## config.mk

```make
export PLATFORM = sky130hd
export DESIGN_NAME = fis_tx_framer
export DESIGN_NICKNAME = d
export VERILOG_FILES = /design/src/rtl/fis_tx_pkg.sv /design/src/rtl/fis_tx_dpath.sv /design/src/rtl/fis_tx_ctrl.sv /design/src/rtl/fis_tx_framer.sv
export SDC_FILE = /design/constraint.sdc
export NUM_CORES = 1
export LEC_CHECK = 0
export CORE_MARGIN = 10
export CORE_UTILIZATION = 45
export DETAILED_ROUTE_END_ITERATION = 10
export MAX_ROUTING_LAYER = met4
export PLACE_DENSITY_LB_ADDON = 0.25
export SLEW_MARGIN = 20
export SYNTH_ARGS = -nofsm -noshare
export SYNTH_HDL_FRONTEND = slang
export SYNTH_SLANG_ARGS = --single-unit
```

## constraint.sdc

```tcl
create_clock -name clk -period 4.55 [get_ports clk]
set_clock_uncertainty 0.05 [all_clocks]
set_input_delay 0.6825 -clock clk [delete_from_list [all_inputs] [get_ports clk]]
set_output_delay 0.6825 -clock clk [all_outputs]
set_load 0.02 [all_outputs]
```

## src/rtl/fis_tx_pkg.sv

```systemverilog
package fis_tx_pkg;

  localparam int DWORD_W = 32;
  localparam int LBA_W   = 48;
  localparam int CNT_W   = 16;
  localparam int CMD_DWORDS = 5;

  localparam logic [7:0] FIS_TYPE_H2D  = 8'h27;
  localparam logic [7:0] FIS_TYPE_DATA = 8'h46;
  localparam logic [7:0] H2D_CMD_FLAG  = 8'h80;
  localparam logic [7:0] DEV_LBA_MODE  = 8'h40;

  typedef enum logic [1:0] {
    SRC_CMD = 2'd0,
    SRC_HDR = 2'd1,
    SRC_PAY = 2'd2
  } srcSel_e;

  typedef struct packed {
    logic    latchCmd;
    srcSel_e srcSel;
    logic [2:0] cmdIdx;
    logic    push;
    logic    pop;
  } ctrlStrobes_t;

  function automatic logic [7:0] ataOpcode(input logic [1:0] op);
    case (op)
      2'd0:    return 8'hEC;
      2'd1:    return 8'hF4;
      2'd2:    return 8'h35;
      default: return 8'h25;
    endcase
  endfunction

endpackage

```

## src/rtl/fis_tx_dpath.sv

```systemverilog
module fis_tx_dpath
  import fis_tx_pkg::*;
(
  input  logic                 clk,
  input  logic                 rstN,
  input  ctrlStrobes_t         strb,
  input  logic [1:0]           cmdOp,
  input  logic [LBA_W-1:0]     cmdLba,
  input  logic [CNT_W-1:0]     cmdCount,
  input  logic [DWORD_W-1:0]   fifoRdData,
  output logic [DWORD_W-1:0]   txData,
  output logic [1:0]           bufCount
);

  logic [1:0]         opQ;
  logic [LBA_W-1:0]   lbaQ;
  logic [CNT_W-1:0]   cntQ;
  logic [DWORD_W-1:0] stage0, stage1;
  logic [1:0]         occ;

  assign bufCount = occ;

  always_ff @(posedge clk) begin
    if (!rstN) begin
      opQ  <= '0;
      lbaQ <= '0;
      cntQ <= '0;
    end else if (strb.latchCmd) begin
      opQ  <= cmdOp;
      lbaQ <= cmdLba;
      cntQ <= cmdCount;
    end
  end

  // two-entry staging buffer, stage0 is the head
  always_ff @(posedge clk) begin
    if (!rstN) begin
      occ    <= '0;
      stage0 <= '0;
      stage1 <= '0;
    end else begin
      unique case ({strb.push, strb.pop})
        2'b10: begin
          if (occ == 2'd0) stage0 <= fifoRdData;
          else             stage1 <= fifoRdData;
          occ <= occ + 2'd1;
        end
        2'b01: begin
          stage0 <= stage1;
          occ    <= occ - 2'd1;
        end
        2'b11: begin
          if (occ == 2'd1) stage0 <= fifoRdData;
          else begin
            stage0 <= stage1;
            stage1 <= fifoRdData;
          end
        end
        default: ;
      endcase
    end
  end

  always_comb begin
    txData = '0;
    unique case (strb.srcSel)
      SRC_CMD: begin
        unique case (strb.cmdIdx)
          3'd0:    txData = {8'h00, ataOpcode(opQ), H2D_CMD_FLAG, FIS_TYPE_H2D};
          3'd1:    txData = {DEV_LBA_MODE, lbaQ[23:0]};
          3'd2:    txData = {8'h00, lbaQ[47:24]};
          3'd3:    txData = {16'h0000, cntQ};
          default: txData = '0;
        endcase
      end
      SRC_HDR: txData = {24'h000000, FIS_TYPE_DATA};
      default: txData = stage0;
    endcase
  end

  // a landing word always finds a free slot
  assert_buf_room_R7: assert property (@(posedge clk) disable iff (!rstN)
    (strb.push && occ == 2'd2) |-> strb.pop);
  // nothing is popped from an empty buffer
  assert_pop_nonempty_R7: assert property (@(posedge clk) disable iff (!rstN)
    strb.pop |-> (occ != 2'd0));

endmodule

```

## src/rtl/fis_tx_ctrl.sv

```systemverilog
module fis_tx_ctrl
  import fis_tx_pkg::*;
#(
  parameter int MAX_PAY = 2048,
  parameter int LEN_W   = 24
)(
  input  logic             clk,
  input  logic             rstN,
  input  logic             sendCmd,
  input  logic             sendData,
  input  logic [LEN_W-1:0] dataLen,
  input  logic             fifoEmpty,
  input  logic             txDstRdyN,
  input  logic [1:0]       bufCount,
  output ctrlStrobes_t     strb,
  output logic             fifoRdEn,
  output logic             txSrcRdyN,
  output logic             txEofN,
  output logic             busy,
  output logic             done
);

  localparam int PAY_W = $clog2(MAX_PAY + 1);

  typedef enum logic [1:0] {ST_IDLE, ST_CMD, ST_HDR, ST_PAY} state_e;

  state_e           state;
  logic [2:0]       cmdIdx;
  logic [LEN_W-1:0] totLeft;
  logic [PAY_W-1:0] frameLeft, reqLeft;
  logic             inflight, doneQ;
  logic             valid, eof, acc, pop;
  logic [2:0]       occ;

  function automatic logic [PAY_W-1:0] frameSize(input logic [LEN_W-1:0] rem);
    return (rem > LEN_W'(MAX_PAY)) ? PAY_W'(MAX_PAY) : PAY_W'(rem);
  endfunction

  always_comb begin
    valid = 1'b0;
    eof   = 1'b0;
    unique case (state)
      ST_CMD: begin valid = 1'b1; eof = (cmdIdx == 3'(CMD_DWORDS - 1)); end
      ST_HDR: valid = 1'b1;
      ST_PAY: begin valid = (bufCount != 2'd0); eof = (frameLeft == PAY_W'(1)); end
      default: ;
    endcase
  end

  assign acc = valid && !txDstRdyN;
  assign pop = (state == ST_PAY) && acc;
  assign occ = {1'b0, bufCount} + {2'b00, inflight};

  assign fifoRdEn = (state == ST_HDR || state == ST_PAY) && (reqLeft != '0) && !fifoEmpty
                    && (occ < 3'd2 || (occ == 3'd2 && pop));

  assign strb.latchCmd = (state == ST_IDLE) && sendCmd;
  assign strb.srcSel   = (state == ST_CMD) ? SRC_CMD : (state == ST_HDR) ? SRC_HDR : SRC_PAY;
  assign strb.cmdIdx   = cmdIdx;
  assign strb.push     = inflight;
  assign strb.pop      = pop;

  assign txSrcRdyN = !valid;
  assign txEofN    = !(valid && eof);
  assign busy      = (state != ST_IDLE);
  assign done      = doneQ;

  always_ff @(posedge clk) begin
    if (!rstN) begin
      state     <= ST_IDLE;
      cmdIdx    <= '0;
      totLeft   <= '0;
      frameLeft <= '0;
      reqLeft   <= '0;
      inflight  <= 1'b0;
      doneQ     <= 1'b0;
    end else begin
      doneQ    <= 1'b0;
      inflight <= fifoRdEn;
      if (fifoRdEn) reqLeft <= reqLeft - PAY_W'(1);
      unique case (state)
        ST_IDLE: begin
          if (sendCmd) begin
            state  <= ST_CMD;
            cmdIdx <= '0;
          end else if (sendData && dataLen != '0) begin
            frameLeft <= frameSize(dataLen);
            reqLeft   <= frameSize(dataLen);
            totLeft   <= dataLen - LEN_W'(frameSize(dataLen));
            state     <= ST_HDR;
          end
        end
        ST_CMD: begin
          if (acc) begin
            if (eof) begin
              state <= ST_IDLE;
              doneQ <= 1'b1;
            end else cmdIdx <= cmdIdx + 3'd1;
          end
        end
        ST_HDR: if (acc) state <= ST_PAY;
        default: begin
          if (pop) begin
            frameLeft <= frameLeft - PAY_W'(1);
            if (eof) begin
              if (totLeft == '0) begin
                state <= ST_IDLE;
                doneQ <= 1'b1;
              end else begin
                state     <= ST_HDR;
                frameLeft <= frameSize(totLeft);
                reqLeft   <= frameSize(totLeft);
                totLeft   <= totLeft - LEN_W'(frameSize(totLeft));
              end
            end
          end
        end
      endcase
    end
  end

  // the FIFO is never read while it reports empty
  assert_rden_not_empty_R7: assert property (@(posedge clk) disable iff (!rstN)
    fifoRdEn |-> !fifoEmpty);
  // completion follows acceptance of a final dword
  assert_done_after_last_R9: assert property (@(posedge clk) disable iff (!rstN)
    done |-> $past(!txEofN && !txDstRdyN));
  // no request is taken while a job runs
  assert_busy_holds_R9: assert property (@(posedge clk) disable iff (!rstN)
    (busy && !done && !(acc && eof && (state == ST_CMD || totLeft == '0))) |=> busy);

endmodule

```

## src/rtl/fis_tx_framer.sv

```systemverilog
module fis_tx_framer
  import fis_tx_pkg::*;
#(
  parameter int MAX_PAY = 2048,
  parameter int LEN_W   = 24
)(
  input  logic             clk,
  input  logic             rstN,
  input  logic             sendCmd,
  input  logic [1:0]       cmdOp,
  input  logic [47:0]      cmdLba,
  input  logic [15:0]      cmdCount,
  input  logic             sendData,
  input  logic [LEN_W-1:0] dataLen,
  output logic             busy,
  output logic             done,
  input  logic             fifoEmpty,
  output logic             fifoRdEn,
  input  logic [31:0]      fifoRdData,
  output logic [31:0]      txData,
  output logic             txEofN,
  output logic             txSrcRdyN,
  output logic             txSrcDscN,
  input  logic             txDstRdyN
);

  ctrlStrobes_t strb;
  logic [1:0]   bufCount;

  assign txSrcDscN = 1'b1;

  fis_tx_ctrl #(.MAX_PAY(MAX_PAY), .LEN_W(LEN_W)) ctrl_i (
    .clk(clk), .rstN(rstN), .sendCmd(sendCmd), .sendData(sendData),
    .dataLen(dataLen), .fifoEmpty(fifoEmpty), .txDstRdyN(txDstRdyN),
    .bufCount(bufCount), .strb(strb), .fifoRdEn(fifoRdEn),
    .txSrcRdyN(txSrcRdyN), .txEofN(txEofN), .busy(busy), .done(done)
  );

  fis_tx_dpath dpath_i (
    .clk(clk), .rstN(rstN), .strb(strb), .cmdOp(cmdOp), .cmdLba(cmdLba),
    .cmdCount(cmdCount), .fifoRdData(fifoRdData), .txData(txData),
    .bufCount(bufCount)
  );

  // a stalled dword and its strobes are held
  assert_hold_stall_R8: assert property (@(posedge clk) disable iff (!rstN)
    (!txSrcRdyN && txDstRdyN) |=> (!txSrcRdyN && $stable(txData) && $stable(txEofN)));
  // end of frame only marks a valid dword
  assert_eof_valid_R6: assert property (@(posedge clk) disable iff (!rstN)
    !txEofN |-> !txSrcRdyN);
  // abort output stays inactive
  assert_abort_idle_R2: assert property (@(posedge clk) disable iff (!rstN)
    txSrcDscN);

endmodule

```

==> impl_metrics.toml <==
[outcome]
status = "finished, final reports clean"

[final_layout]
num-nets-final = 1575
syn_to_final_growth_pct = 25.7
final_cell_mix = "nand2_1, dfxtp_1, a21oi_1"
layout_commonest_cell = "nand2_1"
stdcell_area_um2 = 12500
drive_gt1_frac = 0.0594

[drt]
drtIter0Drc = 1090
dr.pass1.iters = 6
wl_per_cell_um = 19.1
via_per_inst = 5.88
drc = 0
wirelength_mm = 32.8
ant_nets = 0
vias = 10100

[synthesis]
ys_types = 69
synth_warnings = 0
synth_compound_area_frac = 0.289
synth.area.mux_share = 0.00643
synth_simple_gate_area_frac = 0.215
yosysSeqAreaShare = 0.377
synth-xor-area-share = 0.0265
synth_top_family_by_area = "compound AO/OA/AOI/OAI gates"
synth_edf_count = 0
syn_area_per_cell_um2 = 7.67
ys_ff_latch = 187
syn-instance-count = 1294
synthFlopType = "dfxtp_1"
syn_area_um2 = 9930
async_flop_share = 0
synthAdderAreaFrac = 0.0366

[placed_design]
hpwl_mm = 23.2
numPortBuffers = 164
dpl_cell_area_um2 = 11900
gp_congestion = 0.972

[power_and_ir_drop]
sw_frac_of_total = 0.420
power_frac_comb = 0.426
switchingPower_mw = 2.69
pwr-share-seq = 0.333
vdd_drop_max_mv = 0.322
p_leak_nw = 4.54
p_total_mw = 6.40
internal_power_mw = 3.71
p_clk_frac = 0.240
powerDensity_nw_per_um2 = 513

[timing]
fmax_mhz = 248
rsz0062_at_grt = "false"
fin_crit_sh = 0.886
final_max_slew_viol_count = 0
hold_violations = 0
setup_viol_count_final = 0
fin_crit_ns = 4.03
worstMarginPinSlew_ns = 0.952
slew_headroom = 0.357
tns_ns = 0

[clock_tree]
htreeDepth = 4
clkSlewWorstSetupHoldPaths_ns = 0.07
root_buffer = "clkbuf_16"
cts-resized-gates = 0
cts_setup_buffers = 0
cts_max_path_buffers = 2
cts_buffers = 17
clk-insertion-delay-late_ns = 0.44
cts_hold_buf = 0
cts_sinks = 187
tritoncts = "done"

[die]
io-pin-count = 166
coreArea_um2 = 21800
rows = 54
die_y_um = 169
start_util = 0.456
fp.dieW_um = 169
die-area_um2 = 28400

[global_routing]
grtUsageTotal = 0.227
grt_antenna_before_repair = 3
gr-total-overflow = 0
grt_pass1_vias = 9451
grt_pass1_wl_mm = 51.7
grt_start_max_net_pins = 85

[critical_path]
r2r_slack_ns = 0.78
worst-setup-path-type = "register to primary output"
end_kind = "primary output"
cp_max_fo = 21
start_kind = "register"
critPathRequiredTime_ns = 3.82
worst_ep_arrival_time_ns = 3.30

[hold_path]
hp-class = "register to register"

[job]
drv_cap = 0
[cells in the mapped netlist, types with 3 or more instances]
cell / count / area share
nand2b_1: 4 / 0.0025
nand4_1: 4 / 0.0025
dfxtp_1: 187 / 0.38
o211ai_1: 10 / 0.0076
o2bb2ai_1: 21 / 0.019
nand3_1: 21 / 0.011
nand3b_1: 5 / 0.0038
nor2b_1: 13 / 0.0082
ha_1: 29 / 0.037
o311ai_0: 4 / 0.0035
o41ai_1: 3 / 0.0026
or3_1: 8 / 0.0050
a22o_1: 8 / 0.0071
nand2_1: 252 / 0.095
a21oi_1: 167 / 0.084
a211o_1: 4 / 0.0035
a22oi_1: 53 / 0.040
o21ai_1: 4 / 0.0020
buf_2: 3 / 0.0015
nor3_1: 29 / 0.015
and3_1: 8 / 0.0050
a211oi_1: 40 / 0.030
a31oi_1: 7 / 0.0044
a21o_1: 4 / 0.0030
a221oi_1: 15 / 0.013
nor3b_1: 4 / 0.0030
xor2_1: 14 / 0.012
o21bai_1: 3 / 0.0023
buf_1: 5 / 0.0019
o21ai_0: 41 / 0.021
a222oi_1: 11 / 0.011
o221ai_1: 6 / 0.0053
or4_1: 3 / 0.0023
a221o_1: 3 / 0.0030
nor2_1: 104 / 0.039
xnor2_1: 16 / 0.014
inv_1: 32 / 0.012
o211a_1: 5 / 0.0050
clkbuf_1: 84 / 0.032
o21a_1: 3 / 0.0023
mux2i_1: 5 / 0.0050
nor4_1: 16 / 0.010
[flip-flops by register name, indices dropped and copies added (netlist names), 2 cells and up]
name and flops:
dpath_i.lbaQ 48, dpath_i.stage0 32, dpath_i.stage1 32, ctrl_i.totLeft 24
dpath_i.cntQ 16, ctrl_i.frameLeft 12, ctrl_i.reqLeft 12, ctrl_i.cmdIdx 3
ctrl_i.state 2, dpath_i.bufCount 2, dpath_i.opQ 2
[per-layer routing]
layer | GRT usage | up-vias | wire length, µm
met5 | - | - | 0
met2 | 0.340 | 383 | 15200
met3 | 0.0447 | 31 | 2360
li1 | - | 4925 | -
met4 | 0.0628 | 0 | 442
met1 | 0.306 | 4731 | 14700
[power by group through the flow]
| stage | sequential (mW) | combinational [mW] | clock [mW] |
|---|---|---|---|
| 3_5_place_dp | 2.16 | 2.68 | 0 |
| 6_report | 2.13 | 2.73 | 1.54 |
| 4_1_cts | 2.13 | 2.70 | 1.56 |
| 3_3_place_gp | 2.16 | 2.65 | 0 |
| 5_1_grt | 2.17 | 3.01 | 1.63 |
| 2_1_floorplan | 2.08 | 1.84 | 0 |
[stage by stage]
| step | worst slack, ns | std cells | util | hold slack (ns) |
|---|---|---|---|---|
| 4_1_cts | 0.547 | 1711 | 0.573 | 0.406 |
| 5_1_grt | 0.444 | 1714 | 0.574 | 0.419 |
| 3_5_place_dp | 0.557 | 1679 | 0.545 | 0.396 |
| 3_3_place_gp | 0.637 | 1679 | 0.545 | 0.391 |
| 6_report | 0.519 | 1714 | 0.574 | 0.405 |
| 2_1_floorplan | 1.51 | 1296 | - | 0.386 |
[critical path, cell delays in order (launching register included)]
cell,delay (ns)
dfxtp_1,0.36
ha_1,0.22
ha_1,0.44
or4_1,0.66
nand3_1,0.12
buf_4,0.25
a21oi_1,0.08
a21o_1,0.16
clkdlybuf4s50_1,0.57
[final timing paths]
kind / from / endpoint / cells past startpoint
setup / recovery: ctrl_i.cmdIdx[0]$_SDFFE_PN0P_ / txData[16] / 8
hold reg to reg: dpath_i.stage1[27]$_SDFFE_PN0P_ / dpath_i.stage1[27]$_SDFFE_PN0P_ / 2
setup reg to reg: ctrl_i.totLeft[1]$_SDFFE_PN0P_ / ctrl_i.totLeft[22]$_SDFFE_PN0P_ / 10
hold / removal: dpath_i.stage1[27]$_SDFFE_PN0P_ / dpath_i.stage1[27]$_SDFFE_PN0P_ / 2
[final cells by class]
type	count	area, µm²
Clock buffer	17	425
Fill cell	2026	9280
Multi-Input combinational cell	983	5740
Clock inverter	15	180
Antenna cell	3	7.51
Tap cell	280	350
Inverter	33	126
Sequential cell	187	3740
Timing Repair Buffer	196	1910
[kinds of logic after synthesis]
group / after synthesis
buffers and inverters: 126
XOR/XNOR: 30
other: 1
AND/OR/NAND/NOR: 485
AO/OA/AOI/OAI: 430
multiplexers: 6
flip-flops: 187
adder cells (fa/ha/maj): 29
Note: power is estimated with default switching activity, not from simulation.
